[src/rtl/pch_pkg.sv]
package pch_pkg;

  localparam int HDR_BYTES = 8;

  typedef enum logic [1:0] {
    PT_HDR   = 2'b00,
    PT_NOHDR = 2'b01,
    PT_IDLE  = 2'b10,
    PT_RSVD  = 2'b11
  } pktType_e;

  typedef enum logic [1:0] {
    EXT_NONE = 2'b00,
    EXT_TS   = 2'b01
  } extType_e;

  // strobes from control to datapath, one set per cycle
  typedef struct packed {
    logic       start;    // build and latch a fresh header
    logic       idle;     // header being built is an idle header
    logic       emit;     // an output byte leaves next cycle
    logic       hdrByte;  // output byte comes from the header
    logic [2:0] byteIdx;  // header byte index
    logic       last;     // output byte is the final one
  } ctrlStb_t;

  // one byte step of CRC-8, polynomial 0x07, MSB first
  function automatic logic [7:0] crc8Step(logic [7:0] crc, logic [7:0] d);
    logic [7:0] c;
    c = crc ^ d;
    for (int b = 0; b < 8; b++) begin
      c = c[7] ? ((c << 1) ^ 8'h07) : (c << 1);
    end
    return c;
  endfunction

endpackage

[src/rtl/pch_ctrl.sv]
module pch_ctrl
  import pch_pkg::*;
(
  input  logic     clk,
  input  logic     rstN,
  input  logic     inValid,
  input  logic     inLast,
  input  logic     idleReq,
  input  logic     extEnStb,
  input  logic     extDisStb,
  output ctrlStb_t stb,
  output logic     extActive
);

  localparam int CNT_W = $clog2(HDR_BYTES + 1);
  localparam logic [CNT_W-1:0] PRE_MAX = CNT_W'(HDR_BYTES);

  logic             inFrame;
  logic             idleBusy;
  logic             extReq;
  logic [CNT_W-1:0] preCnt;
  logic [2:0]       idleCnt;
  logic             quiet;
  logic             frameStart;
  logic             idleStart;
  logic             inPre;

  assign quiet      = !inFrame && !idleBusy;
  assign frameStart = inValid && quiet;
  assign idleStart  = idleReq && quiet && !inValid;
  assign inPre      = inFrame ? (preCnt < PRE_MAX) : 1'b1;

  always_comb begin
    stb = '0;
    if (idleBusy) begin
      stb.emit    = 1'b1;
      stb.hdrByte = 1'b1;
      stb.idle    = 1'b1;
      stb.byteIdx = idleCnt;
      stb.last    = (idleCnt == 3'd7);
    end else if (idleStart) begin
      stb.start   = 1'b1;
      stb.idle    = 1'b1;
      stb.emit    = 1'b1;
      stb.hdrByte = 1'b1;
    end else if (inValid) begin
      stb.start   = frameStart;
      stb.emit    = 1'b1;
      stb.hdrByte = inPre;
      stb.byteIdx = inFrame ? preCnt[2:0] : 3'd0;
      stb.last    = inLast;
    end
  end

  always_ff @(posedge clk or negedge rstN) begin
    if (!rstN) begin
      inFrame   <= 1'b0;
      idleBusy  <= 1'b0;
      extReq    <= 1'b0;
      extActive <= 1'b0;
      preCnt    <= '0;
      idleCnt   <= '0;
    end else begin
      if (frameStart) inFrame <= 1'b1;
      if (inValid && inLast) inFrame <= 1'b0;

      if (inValid) begin
        if (inLast) preCnt <= '0;
        else if (inPre) preCnt <= (inFrame ? preCnt : '0) + 1'b1;
      end

      if (idleStart) begin
        idleBusy <= 1'b1;
        idleCnt  <= 3'd1;
      end else if (idleBusy) begin
        idleCnt <= idleCnt + 3'd1;
        if (idleCnt == 3'd7) idleBusy <= 1'b0;
      end

      if (extEnStb) extReq <= 1'b1;
      else if (extDisStb) extReq <= 1'b0;

      if (quiet && !inValid) extActive <= extReq;
    end
  end

  // input rule, no bytes while an idle header is sent
  a_r9_no_data_in_idle: assert property (@(posedge clk) disable iff (!rstN)
    idleBusy |-> !inValid);

  // applied extension holds across a frame
  a_r8_hold_in_frame: assert property (@(posedge clk) disable iff (!rstN)
    inFrame |=> $stable(extActive));

  // the replaced-byte count never passes the header length
  a_r2_pre_bound: assert property (@(posedge clk) disable iff (!rstN)
    inFrame |-> (preCnt <= PRE_MAX));

endmodule

[src/rtl/pch_datapath.sv]
module pch_datapath
  import pch_pkg::*;
#(
  parameter int         SUBPORTS = 8,
  parameter logic [7:0] SOP_BYTE = 8'hFB
) (
  input  logic        clk,
  input  logic        rstN,
  input  ctrlStb_t    stb,
  input  logic [7:0]  inData,
  input  logic [3:0]  cfgSubport,
  input  logic        cfgPlain,
  input  logic        extActive,
  input  logic [31:0] timeQ,
  output logic        outValid,
  output logic [7:0]  outData,
  output logic        outSop,
  output logic        outLast
);

  localparam logic [3:0] SUB_MASK = 4'(SUBPORTS - 1);

  pktType_e        ty;
  extType_e        ex;
  logic [39:0]     extBits;
  logic [3:0]      subField;
  logic [7:0]      ctlByte;
  logic [7:0]      crc;
  logic [0:7][7:0] hdrNew;
  logic [0:7][7:0] hdrReg;
  logic [0:7][7:0] hdrCur;
  logic            outIsCtl;

  assign subField = cfgSubport & SUB_MASK;

  always_comb begin
    if (stb.idle) begin
      ty = PT_IDLE;  ex = EXT_NONE; extBits = '0;
    end else if (cfgPlain) begin
      ty = PT_NOHDR; ex = EXT_NONE; extBits = '0;
    end else if (extActive) begin
      ty = PT_HDR;   ex = EXT_TS;   extBits = {8'h00, timeQ};
    end else begin
      ty = PT_HDR;   ex = EXT_NONE; extBits = '0;
    end
    ctlByte = {ty, subField, ex};
    crc = crc8Step(8'h00, ctlByte);
    for (int k = 0; k < 5; k++) begin
      crc = crc8Step(crc, extBits[39 - 8*k -: 8]);
    end
    hdrNew = {SOP_BYTE, ctlByte, extBits, crc};
  end

  assign hdrCur = stb.start ? hdrNew : hdrReg;

  always_ff @(posedge clk or negedge rstN) begin
    if (!rstN) begin
      hdrReg   <= '0;
      outValid <= 1'b0;
      outData  <= '0;
      outSop   <= 1'b0;
      outLast  <= 1'b0;
      outIsCtl <= 1'b0;
    end else begin
      if (stb.start) hdrReg <= hdrNew;
      outValid <= stb.emit;
      outData  <= stb.hdrByte ? hdrCur[stb.byteIdx] : inData;
      outSop   <= stb.emit && stb.hdrByte && (stb.byteIdx == 3'd0);
      outLast  <= stb.emit && stb.last;
      outIsCtl <= stb.emit && stb.hdrByte && (stb.byteIdx == 3'd1);
    end
  end

  // subport field of an emitted control byte is within range
  a_r7_subport_range: assert property (@(posedge clk) disable iff (!rstN)
    outIsCtl |-> (outData[5:2] < 5'(SUBPORTS)));

  // start marker only on a valid byte
  a_r11_sop_valid: assert property (@(posedge clk) disable iff (!rstN)
    outSop |-> outValid);

  // payload bytes pass unchanged
  a_r2_pass: assert property (@(posedge clk) disable iff (!rstN)
    (stb.emit && !stb.hdrByte) |=> (outData == $past(inData)));

endmodule

[src/rtl/pch_inserter.sv]
module pch_inserter
  import pch_pkg::*;
#(
  parameter int         SUBPORTS = 8,
  parameter logic [7:0] SOP_BYTE = 8'hFB
) (
  input  logic        clk,
  input  logic        rstN,
  input  logic        inValid,
  input  logic [7:0]  inData,
  input  logic        inLast,
  input  logic        idleReq,
  input  logic [3:0]  cfgSubport,
  input  logic        cfgPlain,
  input  logic        extEnStb,
  input  logic        extDisStb,
  input  logic [31:0] timeQ,
  output logic        outValid,
  output logic [7:0]  outData,
  output logic        outSop,
  output logic        outLast,
  output logic        extActive
);

  ctrlStb_t stb;

  pch_ctrl i_ctrl (
    .clk       (clk),
    .rstN      (rstN),
    .inValid   (inValid),
    .inLast    (inLast),
    .idleReq   (idleReq),
    .extEnStb  (extEnStb),
    .extDisStb (extDisStb),
    .stb       (stb),
    .extActive (extActive)
  );

  pch_datapath #(
    .SUBPORTS (SUBPORTS),
    .SOP_BYTE (SOP_BYTE)
  ) i_datapath (
    .clk        (clk),
    .rstN       (rstN),
    .stb        (stb),
    .inData     (inData),
    .cfgSubport (cfgSubport),
    .cfgPlain   (cfgPlain),
    .extActive  (extActive),
    .timeQ      (timeQ),
    .outValid   (outValid),
    .outData    (outData),
    .outSop     (outSop),
    .outLast    (outLast)
  );

  // one-cycle latency for every accepted byte
  a_r2_latency: assert property (@(posedge clk) disable iff (!rstN)
    inValid |=> outValid);

endmodule

[config.mk]
export PLATFORM = sky130hd
export DESIGN_NAME = pch_inserter
export DESIGN_NICKNAME = d
export VERILOG_FILES = /design/src/rtl/pch_pkg.sv /design/src/rtl/pch_ctrl.sv /design/src/rtl/pch_datapath.sv /design/src/rtl/pch_inserter.sv
export SDC_FILE = /design/constraint.sdc
export NUM_CORES = 1
export LEC_CHECK = 0
export BUFFER_PORTS_ARGS = -buffer_cell sky130_fd_sc_hd__buf_4
export CAP_MARGIN = 15
export CORE_ASPECT_RATIO = 1.5
export CORE_UTILIZATION = 45
export CTS_BUF_LIST = sky130_fd_sc_hd__clkbuf_4 sky130_fd_sc_hd__clkbuf_8
export CTS_CLUSTER_DIAMETER = 100
export DETAILED_ROUTE_END_ITERATION = 8
export PLACE_DENSITY = 0.74
export SYNTH_ARGS = -nofsm -noshare
export SYNTH_HDL_FRONTEND = slang
export SYNTH_SLANG_ARGS = --single-unit
export TNS_END_PERCENT = 10
[constraint.sdc]
create_clock -name clk -period 3.1 [get_ports clk]
set_input_delay 0.62 -clock clk [delete_from_list [all_inputs] [get_ports clk]]
set_output_delay 0.62 -clock clk [all_outputs]
set_load 0.02 [all_outputs]
==> impl_results.md, run 1 <==
* Postcts setup bufs at 0
* Kind of cell adding the most delay to the critical path: XOR/XNOR gates
* Most congested layer reported by global routing: met2
* Diode insertion count for antenna repair at 0
* Total via count after detailed routing at 3,867
* Synthesis-stage register bit count at 86
* Clk pin slew, worst setup/hold paths at 100 ps
* Sequential share of power at 0.304
* Total clock sinks at 86
* Min-delay worst type: input pin to async pin
* Maximum VDD drop at 0.412 mV
* Total wirelength of the detailed-routed design at 12.5 mm
* Run status: finished, final reports clean
* Gr usage total at 0.235
* Top area cells in the synthesized netlist: sky130_fd_sc_hd__dfrtp_1 (43%), sky130_fd_sc_hd__nand2_1 (6.3%), sky130_fd_sc_hd__xnor2_1 (6.2%)
* Met2 track demand over resource in global routing at 0.389
* Largest area contributor in the synthesized netlist: sky130_fd_sc_hd__dfrtp_1
* Max Freq at 352 MHz
* Arrival time worst endpoint at 3150 ps
* Core outline area at around 11,000 um^2
* Number of buffers inserted during clock tree synthesis at 9
* Starting DRC count in detailed routing at 213
* Cell variety after synth at 52
* Post-synth design cell area at 4980 um^2
* Setup Viol. Count Final at 0
* Global-route met3 utilization at 0.0339
* CTS resizes at 0
* Count of hold buffers inserted by post-cts repair at 0
* Last weighted congestion value of the routability-driven placer at 0.904
* Sequential-to-total area share from yosys stat at 0.432
* Met1 routing resource usage after global routing at 0.294
* Internal Pwr Total at 3.21 mW
* Combinational power share at 0.541
* Instance count of the mapped netlist at 478
* Proportion of total power due to net switching at 0.399
* Slew headroom at 0.306
* Synthesis Warnings at 0
* Reg2Reg Setup Slack at 570 ps
* Fraction of registers with async set or reset after synthesis at 1.00
* Via density at 5.52
* Routed Antenna Nets at 0
* Min cycle time layout at 2840 ps
* Skew-Pair Late Insertion Delay at 370 ps
* Leading register cell type out of synthesis: sky130_fd_sc_hd__dfrtp_1
* Post-synthesis average cell area at 10.4 um^2
* Area overhead of the layout relative to synthesis at 19.6%
* Critical path's most frequent cell: sky130_fd_sc_hd__xnor3_1
* CP max-delay cell: sky130_fd_sc_hd__xnor3_1
* Final count of hold timing violations at 0
* Via count of the first global-routing pass at 3,804
* I/O Pins at 64
* Unrepaired setup endpoints after global routing: no
* Overall die width at 87.9 um
* Total grt overflow at 0
* Die Area at 11,500 um^2
* Transition time of the tightest slew-check pin at 1040 ps
* First-pass GRT wire length at 19.8 mm
* Initial DRT Pass Iterations at 4
* Power per Cell Area at 898 nW/um^2
* Ratio of cells with drive above 1 in the final layout at 0.230
* Count leader, synth: sky130_fd_sc_hd__dfrtp_1
* Number of cell rows at 46
* Type of origin of the critical path: input pin
* Clock Power Share at 0.155
* Number of buffers and inverters on the critical path at 1
* Nature of the critical path endpoint: flip-flop
* Slew Viols, Final at 0
* Synth top area share at 0.432
* Cell types with the highest counts after synthesis: sky130_fd_sc_hd__dfrtp_1 (86), sky130_fd_sc_hd__nand2_1 (83), sky130_fd_sc_hd__xnor2_1 (35)
* Count of max-cap constraint violations at 0
* # port buffers at just over 60
* Overall Power at 5.34 mW
* EDFF count, synth at 0
* Vert. Die Dim at roughly 130 um
* Number of antenna violations at the first check in global routing at 0
* Critical path, cell by cell: buf_4 > xnor3_2 > xnor2_1 > a21oi_1 > nor3_1 > xnor3_1 > xnor3_1 > xor3_1 > o21ai_1
* Critical path required time at 3410 ps
* Final sum of negative setup slack at 0 ps
* Switching power total at ~2.1 mW
* Number of nets in the finished design at ~610
* Critical path fanouts, max at 3
* Final worst path period share at 0.917
* Biggest cell delay along the critical path at 440 ps
* Post-Synthesis Net Count at around 530
* Number of H-tree branching levels at 3
* Remaining DRCs at 0
* Crit Path Class: input pin to flip-flop
* Initial cell density of the core at 0.467
* WL/cell at 17.8 um
* Clock tree root driver cell: sky130_fd_sc_hd__clkbuf_8
* Longest Clk Path Bufs at 2
* Detailed-placement wirelength estimate at 9.28 mm
* Leakage at 2.80 nW
* Clock tree from TritonCTS: built
* Largest net degree at the start of global routing at 87
* Post-route clock skew at 12.6 ps
* Post-layout util at 0.559
==> logic make-up after synthesis <==
logic type               count (synthesis)  share of synthesized area
AO/OA/AOI/OAI                          120                      0.158
XOR/XNOR                                78                      0.199
adder cells (fa/ha/maj)                  3                    0.00754
buffers and inverters                   37                     0.0357
flip-flops                              86                      0.432
multiplexers                            20                     0.0458
AND/OR/NAND/NOR                        134                      0.121
==> flip-flops by register name, indices dropped and copies added (netlist names), 3 cells and up <==
signal              flops
i_datapath.hdrReg      64
i_ctrl.idleCnt          3
i_ctrl.preCnt           4
i_datapath.outData      8
==> per-stage QoR <==
step                      cells  area, um^2  worst slack (ps)  hold WS, ps
final                       701        5950               257          115
after floorplan             478        4980              66.5          324
after global placement      684        5710             -83.3          443
after CTS                   700        5920               292          419
after global routing        701        5950               171          116
after detailed placement    684        5710             -96.4          449
==> area by class of cell <==
| type | instances | area [um^2] |
|---|---|---|
| Multi-Input combinational cell | 355 | 2670 |
| Timing Repair Buffer | 92 | 711 |
| Clock buffer | 10 | 138 |
| Clock inverter | 6 | 70.1 |
| Tap cell | 144 | 180 |
| Sequential cell | 86 | 2150 |
| Inverter | 8 | 30.0 |
| Fill cell | 948 | 4700 |
==> power groups by stage <==
stage | clock (mW) | combinational (mW) | sequential (mW)
2_1_floorplan | 0 | 1.98 | 1.68
4_1_cts | 0.843 | 2.88 | 1.62
5_1_grt | 0.885 | 3.15 | 1.66
3_5_place_dp | 0 | 2.87 | 1.64
6_report | 0.830 | 2.89 | 1.62
3_3_place_gp | 0 | 2.82 | 1.63
==> cells in the final DEF (no fill, tap or decap), drive strengths merged, types with 11 or more instances in the layout <==
cell type and n:
a22o 28, o21ai 35, xor2 21, xnor3 16, buf 92, mux2i 16, dfrtp 86, xnor2 38
a21oi 29, nor2 11, nand2 83, and2 14
==> path summary, 6_finish.rpt <==
kind | startpoint | to | cells after the start
setup / recovery | timeQ[30] | i_datapath.hdrReg[3] | 9
hold / removal | rstN | i_datapath.hdrReg[23] | 1
setup reg to reg | i_ctrl.extActive | i_datapath.hdrReg[3] | 8
hold reg to reg | i_datapath.hdrReg[61] | i_datapath.hdrReg[61] | 1
max in group asynchronous | rstN | i_ctrl.extReq | 2
min in group clk | extEnStb | i_ctrl.extReq | 2
==> layer usage <==
metal,up-vias,routed length (um)
met5,-,0
met4,0,516
met3,29,646
met2,136,6280
met1,1890,5020
li1,1812,-
==> worst register-to-register path, delay by kind of cell, from the launching register on <==
| kind | cells | cell delay [ps] |
|---|---|---|
| compound gates | 1 | 110 |
| flops | 1 | 520 |
| simple gates | 3 | 640 |
| xor+xnor | 4 | 1200 |
Note: power is estimated with default switching activity, not from simulation.
==> run 2: changes to the inputs <==
--- a/config.mk
+++ b/config.mk
@@ -9,7 +9,6 @@
 export CAP_MARGIN = 15
 export CORE_ASPECT_RATIO = 1.5
 export CORE_UTILIZATION = 45
-export CTS_BUF_LIST = sky130_fd_sc_hd__clkbuf_4 sky130_fd_sc_hd__clkbuf_8
 export CTS_CLUSTER_DIAMETER = 100
 export DETAILED_ROUTE_END_ITERATION = 8
 export PLACE_DENSITY = 0.74
==> run 2 against run 1 <==
Global-route usage unchanged. Combinational power about the same. Fmax down 1.7%. Highest routed layer unchanged. Sequential cell count unchanged. Largest power group unchanged. Critical path depth unchanged. Sequential share of layout area down 0.61 points. Critical endpoint unchanged.
==> impl_results.md, run 2 (synthesis gave the netlist of run 1 again) <==
* Biggest cell delay along the critical path at 440 ps
* Slew Viols, Final at 0
* Transition time of the tightest slew-check pin at 1080 ps
* Vert. Die Dim at 131 um
* Count of hold buffers inserted by post-cts repair at 0
* Via density at 5.56
* Number of buffers inserted during clock tree synthesis at 9
* CP max-delay cell: sky130_fd_sc_hd__xnor3_2
* Arrival time worst endpoint at 3160 ps
* Routed Antenna Nets at 0
* CTS resizes at 0
* Total wirelength of the detailed-routed design at 12.6 mm
* Ratio of cells with drive above 1 in the final layout at 0.230
* Clk pin slew, worst setup/hold paths at 70 ps
* Unrepaired setup endpoints after global routing: no
* Gr usage total at 0.235
* Initial cell density of the core at 0.467
* Register with the most flip-flops: i_datapath.hdrReg
* Skew-Pair Late Insertion Delay at roughly 340 ps
* Overall Power at 5.63 mW
* Global-route met3 utilization at 0.0371
* Final worst path period share at 0.933
* Setup Viol. Count Final at 0
* Type of origin of the critical path: input pin
* Critical path, cell by cell: buf_4 > xnor3_2 > xnor2_1 > a21oi_1 > nor3_1 > xnor3_1 > xnor3_1 > xor3_1 > o21ai_1
* Pre-CTS setup slack at -96.4 ps
* Final count of hold timing violations at 0
* Clock tree from TritonCTS: built
* Initial DRT Pass Iterations at 5
* Nature of the critical path endpoint: flip-flop
* Last weighted congestion value of the routability-driven placer at 0.904
* Count of max-cap constraint violations at 0
* Clock tree root driver cell: sky130_fd_sc_hd__clkbuf_16
* Via count of the first global-routing pass at 3,793
* Critical path fanouts, max at 3
* Total clock sinks at 86
* Postcts setup bufs at 0
* Commonest non-fill, non-tap cell in the layout: sky130_fd_sc_hd__buf_4
* Number of antenna violations at the first check in global routing at 0
* Most used cells in the layout excluding fill and tap cells: sky130_fd_sc_hd__buf_4 (91), sky130_fd_sc_hd__dfrtp_1 (86), sky130_fd_sc_hd__nand2_1 (83)
* Maximum VDD drop at 0.421 mV
* Max Freq at 346 MHz
* First-pass GRT wire length at 19.8 mm
* Run status: finished, final reports clean
* Met2 track demand over resource in global routing at 0.398
* Critical path required time at 3370 ps
* WL/cell at between 15 and 20 um
* # port buffers at 62
* Number of H-tree branching levels at 3
* Total grt overflow at 0
* Largest net degree at the start of global routing at 87
* Post-layout util at 0.568
* Power per Cell Area at between 900 and 1000 nW/um^2
* Min cycle time layout at 2890 ps
* Total via count after detailed routing at 3,901
* Largest registers: i_datapath.hdrReg: 64 flops, i_datapath.outData: 8 flops, i_ctrl.preCnt: 4 flops
* Overall die width at 87.9 um
* Post-route clock skew at 5.75 ps
* I/O Pins at 64
* Starting DRC count in detailed routing at 278
* Crit Path Class: input pin to flip-flop
* Number of nets in the finished design at 607
* Critical path's most frequent cell: sky130_fd_sc_hd__xnor3_1
* Die Area at approximately 11,000 um^2
* Area overhead of the layout relative to synthesis at 21.6%
* Met1 routing resource usage after global routing at 0.292
* Leakage at 2.84 nW
* Slew headroom at 0.279
* Final sum of negative setup slack at 0 ps
* Longest Clk Path Bufs at 2
* Detailed-placement wirelength estimate at between 9 and 10 mm
* Min-delay worst type: input pin to async pin
* Number of cell rows at 46
* Core outline area at 10,600 um^2
* Largest register FFs at 64
* Most congested layer reported by global routing: met2
* Worst setup margin at 207 ps
* Remaining DRCs at 0
* Diode insertion count for antenna repair at 0
-- run 2: cell counts in the layout (fill, tap and decap cells not counted) --
Identical to the previous run, type by type.
-- run 2: metrics by stage --
stage,instance area [um^2],cells,hold slack (ps)
2_1_floorplan,4980,478,324
3_3_place_gp,5710,684,443
3_5_place_dp,5710,684,449
4_1_cts,6020,700,453
5_1_grt,6050,701,179
6_report,6050,701,166
-- run 2: per-layer routing --
metal	wire length, um	part of all wire
met2	6360	0.51
met5	0	0
met4	495	0.039
met1	5050	0.40
met3	676	0.054
-- run 2: worst max-delay path: cells and delay by family --
family                    cells  cell delay (ps)
xor gates and xnor gates      5             1880
AOI/OAI and AO/OA             2              220
buffers and inverters         1               90
and+or+nand+nor               1              350
-- run 2: final timing paths --
kind	depth (start not counted)	slack, ps	start	to
worst max-delay path	9	210	timeQ[30]	i_datapath.hdrReg[3]
worst min-delay path	1	170	rstN	i_datapath.hdrReg[21]
worst max register to register	8	560	i_ctrl.extActive	i_datapath.hdrReg[3]
worst min register to register	1	460	i_datapath.hdrReg[61]	i_datapath.hdrReg[61]
max in group asynchronous	2	2320	rstN	i_ctrl.extReq
min in group clk	2	460	extEnStb	i_ctrl.extReq
-- run 2: report_power, final --
| part | internal (mW) | total, mW | switching (mW) |
|---|---|---|---|
| registers | 1.45 | 1.63 | 0.176 |
| clock network | 0.652 | 1.11 | 0.456 |
| logic | 1.36 | 2.89 | 1.53 |
-- run 2: final cells by class --
cell class / instances / area [um^2]
sequential: 86 / 2150
timing repair buffer: 92 / 711
clock inverter: 6 / 70.1
inverter: 8 / 30.0
multi-input combinational: 355 / 2670
fill: 928 / 4600
tap: 144 / 180
clock buffer: 10 / 239
==> run 3: changes to the inputs <==
--- a/config.mk
+++ b/config.mk
@@ -11,7 +11,7 @@
 export CORE_UTILIZATION = 45
 export CTS_CLUSTER_DIAMETER = 100
 export DETAILED_ROUTE_END_ITERATION = 8
-export PLACE_DENSITY = 0.74
+export PLACE_DENSITY = 0.76
 export SYNTH_ARGS = -nofsm -noshare
 export SYNTH_HDL_FRONTEND = slang
 export SYNTH_SLANG_ARGS = --single-unit
==> constraint.sdc (replaced) <==
create_clock -name clk -period 2.55 [get_ports clk]
set_input_delay 0.51 -clock clk [delete_from_list [all_inputs] [get_ports clk]]
set_output_delay 0.51 -clock clk [all_outputs]
set_load 0.02 [all_outputs]
==> run 3 against run 2 <==
The flow now finishes with violations (setup timing). First-iteration DRC count up 4.3%. Sequential cell count unchanged. Critical path type unchanged. Utilization up 3.4 points. Largest cell class unchanged.
==> impl_results.md, run 3 (synthesis gave the netlist of run 1 again) <==
* Run status: complete, but fails checks
* Violations in the final reports: setup timing
* Critical path fanouts, max at 2
* Slew Viols, Final at 0
* Source of the worst register-to-register timing path: i_ctrl.idleBusy
* Routed wire length on met2 at 7.06 mm
* Via density at ~5.6
* Longest Clk Path Bufs at 2
* Arrival time worst endpoint at 2860 ps
* Proportion of total power due to net switching at 0.381
* Total clock sinks at 86
* Reg2Reg Setup Slack at between 150 and 200 ps
* Skew-Pair Late Insertion Delay at ~340 ps
* Detailed-placement wirelength estimate at 10.3 mm
* Number of antenna violations at the first check in global routing at 0
* Clk pin slew, worst setup/hold paths at ~60 ps
* Biggest cell delay along the critical path at 450 ps
* Remaining DRCs at 0
* Largest registers: i_datapath.hdrReg: 64 flops, i_datapath.outData: 8 flops, i_ctrl.preCnt: 4 flops
* Unrepaired setup endpoints after global routing: yes
* Register with the most flip-flops: i_datapath.hdrReg
* Routed wire length on met3 at ~670 um
* Internal Pwr Total at 4.46 mW
* Clock Power Share at 0.187
* Total grt overflow at 0
* CP max-delay cell: sky130_fd_sc_hd__xnor3_2
* Kind of cell adding the most delay to the critical path: XOR/XNOR gates
* Crit Path Class: input pin to flip-flop
* First-pass GRT wire length at ~21 mm
* Fill count at 887
* Count of max-cap constraint violations at 0
* Number of buffers and inverters on the critical path at 1
* Ratio of cells with drive above 1 in the final layout at 0.290
* Largest net degree at the start of global routing at 53
* Die Area at 11,500 um^2
* Post-layout util at 0.602
* Final worst path period share at 1.02
* Via count of the first global-routing pass at 4,163
* Number of H-tree branching levels at 3
* Reg-to-reg endpoint: i_datapath.outData[6]
* Pre-CTS setup slack at -408 ps
* Initial cell density of the core at 0.467
* Critical path, cell by cell: buf_4 > xnor3_2 > xnor3_2 > or3_4 > a21oi_4 > xnor3_2 > xnor2_4 > xor3_1 > o21ai_1
* Post-Place Cell Area at approximately 6000 um^2
* Transition time of the tightest slew-check pin at 1140 ps
* Post-route clock skew at 8.50 ps
* Top routing layer used: met4
* Clock tree root driver cell: sky130_fd_sc_hd__clkbuf_16
* Min cycle time layout at between 2000 and 3000 ps
* Total wirelength of the detailed-routed design at 13.6 mm
* Commonest non-fill, non-tap cell in the layout: sky130_fd_sc_hd__buf_4
* Diode insertion count for antenna repair at 0
* Max Freq at 385 MHz
* Initial DRT Pass Iterations at 5
* Nature of the critical path endpoint: flip-flop
* Number of cell rows at 46
* Critical path's most frequent cell: sky130_fd_sc_hd__xnor3_2
* Type of origin of the critical path: input pin
* I/O Pins at between 60 and 70
* # port buffers at 62
* Maximum VDD drop at 0.489 mV
* Largest register FFs at 64
* Worst setup margin at -47.4 ps
* Routed Antenna Nets at 0
* Critical path required time at around 2800 ps
* Power per Cell Area at roughly 1100 nW/um^2
* Sequential standard cell area at 2150 um^2
* Number of buffers inserted during clock tree synthesis at 9
* Wl on met1 at 5.30 mm
* Min-delay worst type: input pin to async pin
* Total via count after detailed routing at 4,091
* Leakage at roughly 3.0 nW
* WL/cell at 18.5 um
* Overall die width at 87.9 um
* Sequential share of power at 0.275
* Final sum of negative setup slack at -47.4 ps
* Combinational power share at 0.537
* Final count of hold timing violations at 0
* Clock tree from TritonCTS: built
* Switching power total at 2.75 mW
* Number of nets in the finished design at 641
* Area overhead of the layout relative to synthesis at 28.9%
* Postcts setup bufs at 0
* Slew headroom at 0.237
* Starting DRC count in detailed routing at 290
* Last weighted congestion value of the routability-driven placer at around 0.87
* Core outline area at 10,600 um^2
* Most used cells in the layout excluding fill and tap cells: sky130_fd_sc_hd__buf_4 (123), sky130_fd_sc_hd__dfrtp_1 (86), sky130_fd_sc_hd__nand2_1 (83)
* Post-route cell area at 6410 um^2
* Overall Power at 7.21 mW
* Reg2reg path depth at 7
* Setup Viol. Count Final at 1
* Multi-input combinational cell area at 2760 um^2
* Vert. Die Dim at 131 um
* Gr usage total at 0.253
[run 3: cell types whose count changed in the layout (fill, tap and decap cells not counted), moves of 3 or more]
cell,delta
sky130_fd_sc_hd__xor2_2,+3
sky130_fd_sc_hd__xnor2_1,-3
sky130_fd_sc_hd__buf_4,+32
sky130_fd_sc_hd__xor2_1,-4
sky130_fd_sc_hd__buf_12,+3
sky130_fd_sc_hd__xnor2_2,+3
[run 3: power by group through the flow]
| stage | combinational [mW] | clock (mW) | sequential [mW] |
|---|---|---|---|
| 2_1_floorplan | 2.41 | 0 | 2.04 |
| 3_3_place_gp | 3.68 | 0 | 1.98 |
| 3_5_place_dp | 3.75 | 0 | 2.00 |
| 4_1_cts | 3.79 | 1.37 | 1.98 |
| 5_1_grt | 4.19 | 1.43 | 2.03 |
| 6_report | 3.88 | 1.35 | 1.99 |
[run 3: repair_timing]
item,CTS,global route
gates resized for setup,1,11
pin swaps,1,2
hold buffers,0,0
setup endpoints to repair,3,7
[run 3: per-stage QoR]
stage / hold WS, ps / cells
6_report: 216 / 734
5_1_grt: 266 / 734
4_1_cts: 243 / 734
3_5_place_dp: 455 / 719
3_3_place_gp: 443 / 719
2_1_floorplan: 214 / 478
[run 3: per-layer routing]
layer / vias to the layer above / global-route usage
met1: 2012 / 0.299
met2: 170 / 0.436
met3: 39 / 0.0433
met4: 0 / 0.133
li1: 1870 / -
met5: - / 0
[run 3: cell type report]
type                            count  area share
Multi-Input combinational cell    355       0.430
Sequential cell                    86       0.336
Timing Repair Buffer              126       0.153
Clock buffer                       11      0.0394
Tap cell                          144      0.0281
Clock inverter                      4     0.00858
Inverter                            8     0.00468
[run 3: worst max path at each step]
stage	start	endpoint	slack, ps	cells after the start
2_1_floorplan	timeQ[24]	i_datapath.hdrReg[3]	-200	8
3_3_place_gp	timeQ[24]	i_datapath.hdrReg[3]	-370	9
3_5_place_dp	timeQ[24]	i_datapath.hdrReg[3]	-410	9
4_1_cts	timeQ[24]	i_datapath.hdrReg[3]	-60	9
5_1_grt	timeQ[24]	i_datapath.hdrReg[3]	-140	9
6_report	timeQ[24]	i_datapath.hdrReg[3]	-50	9
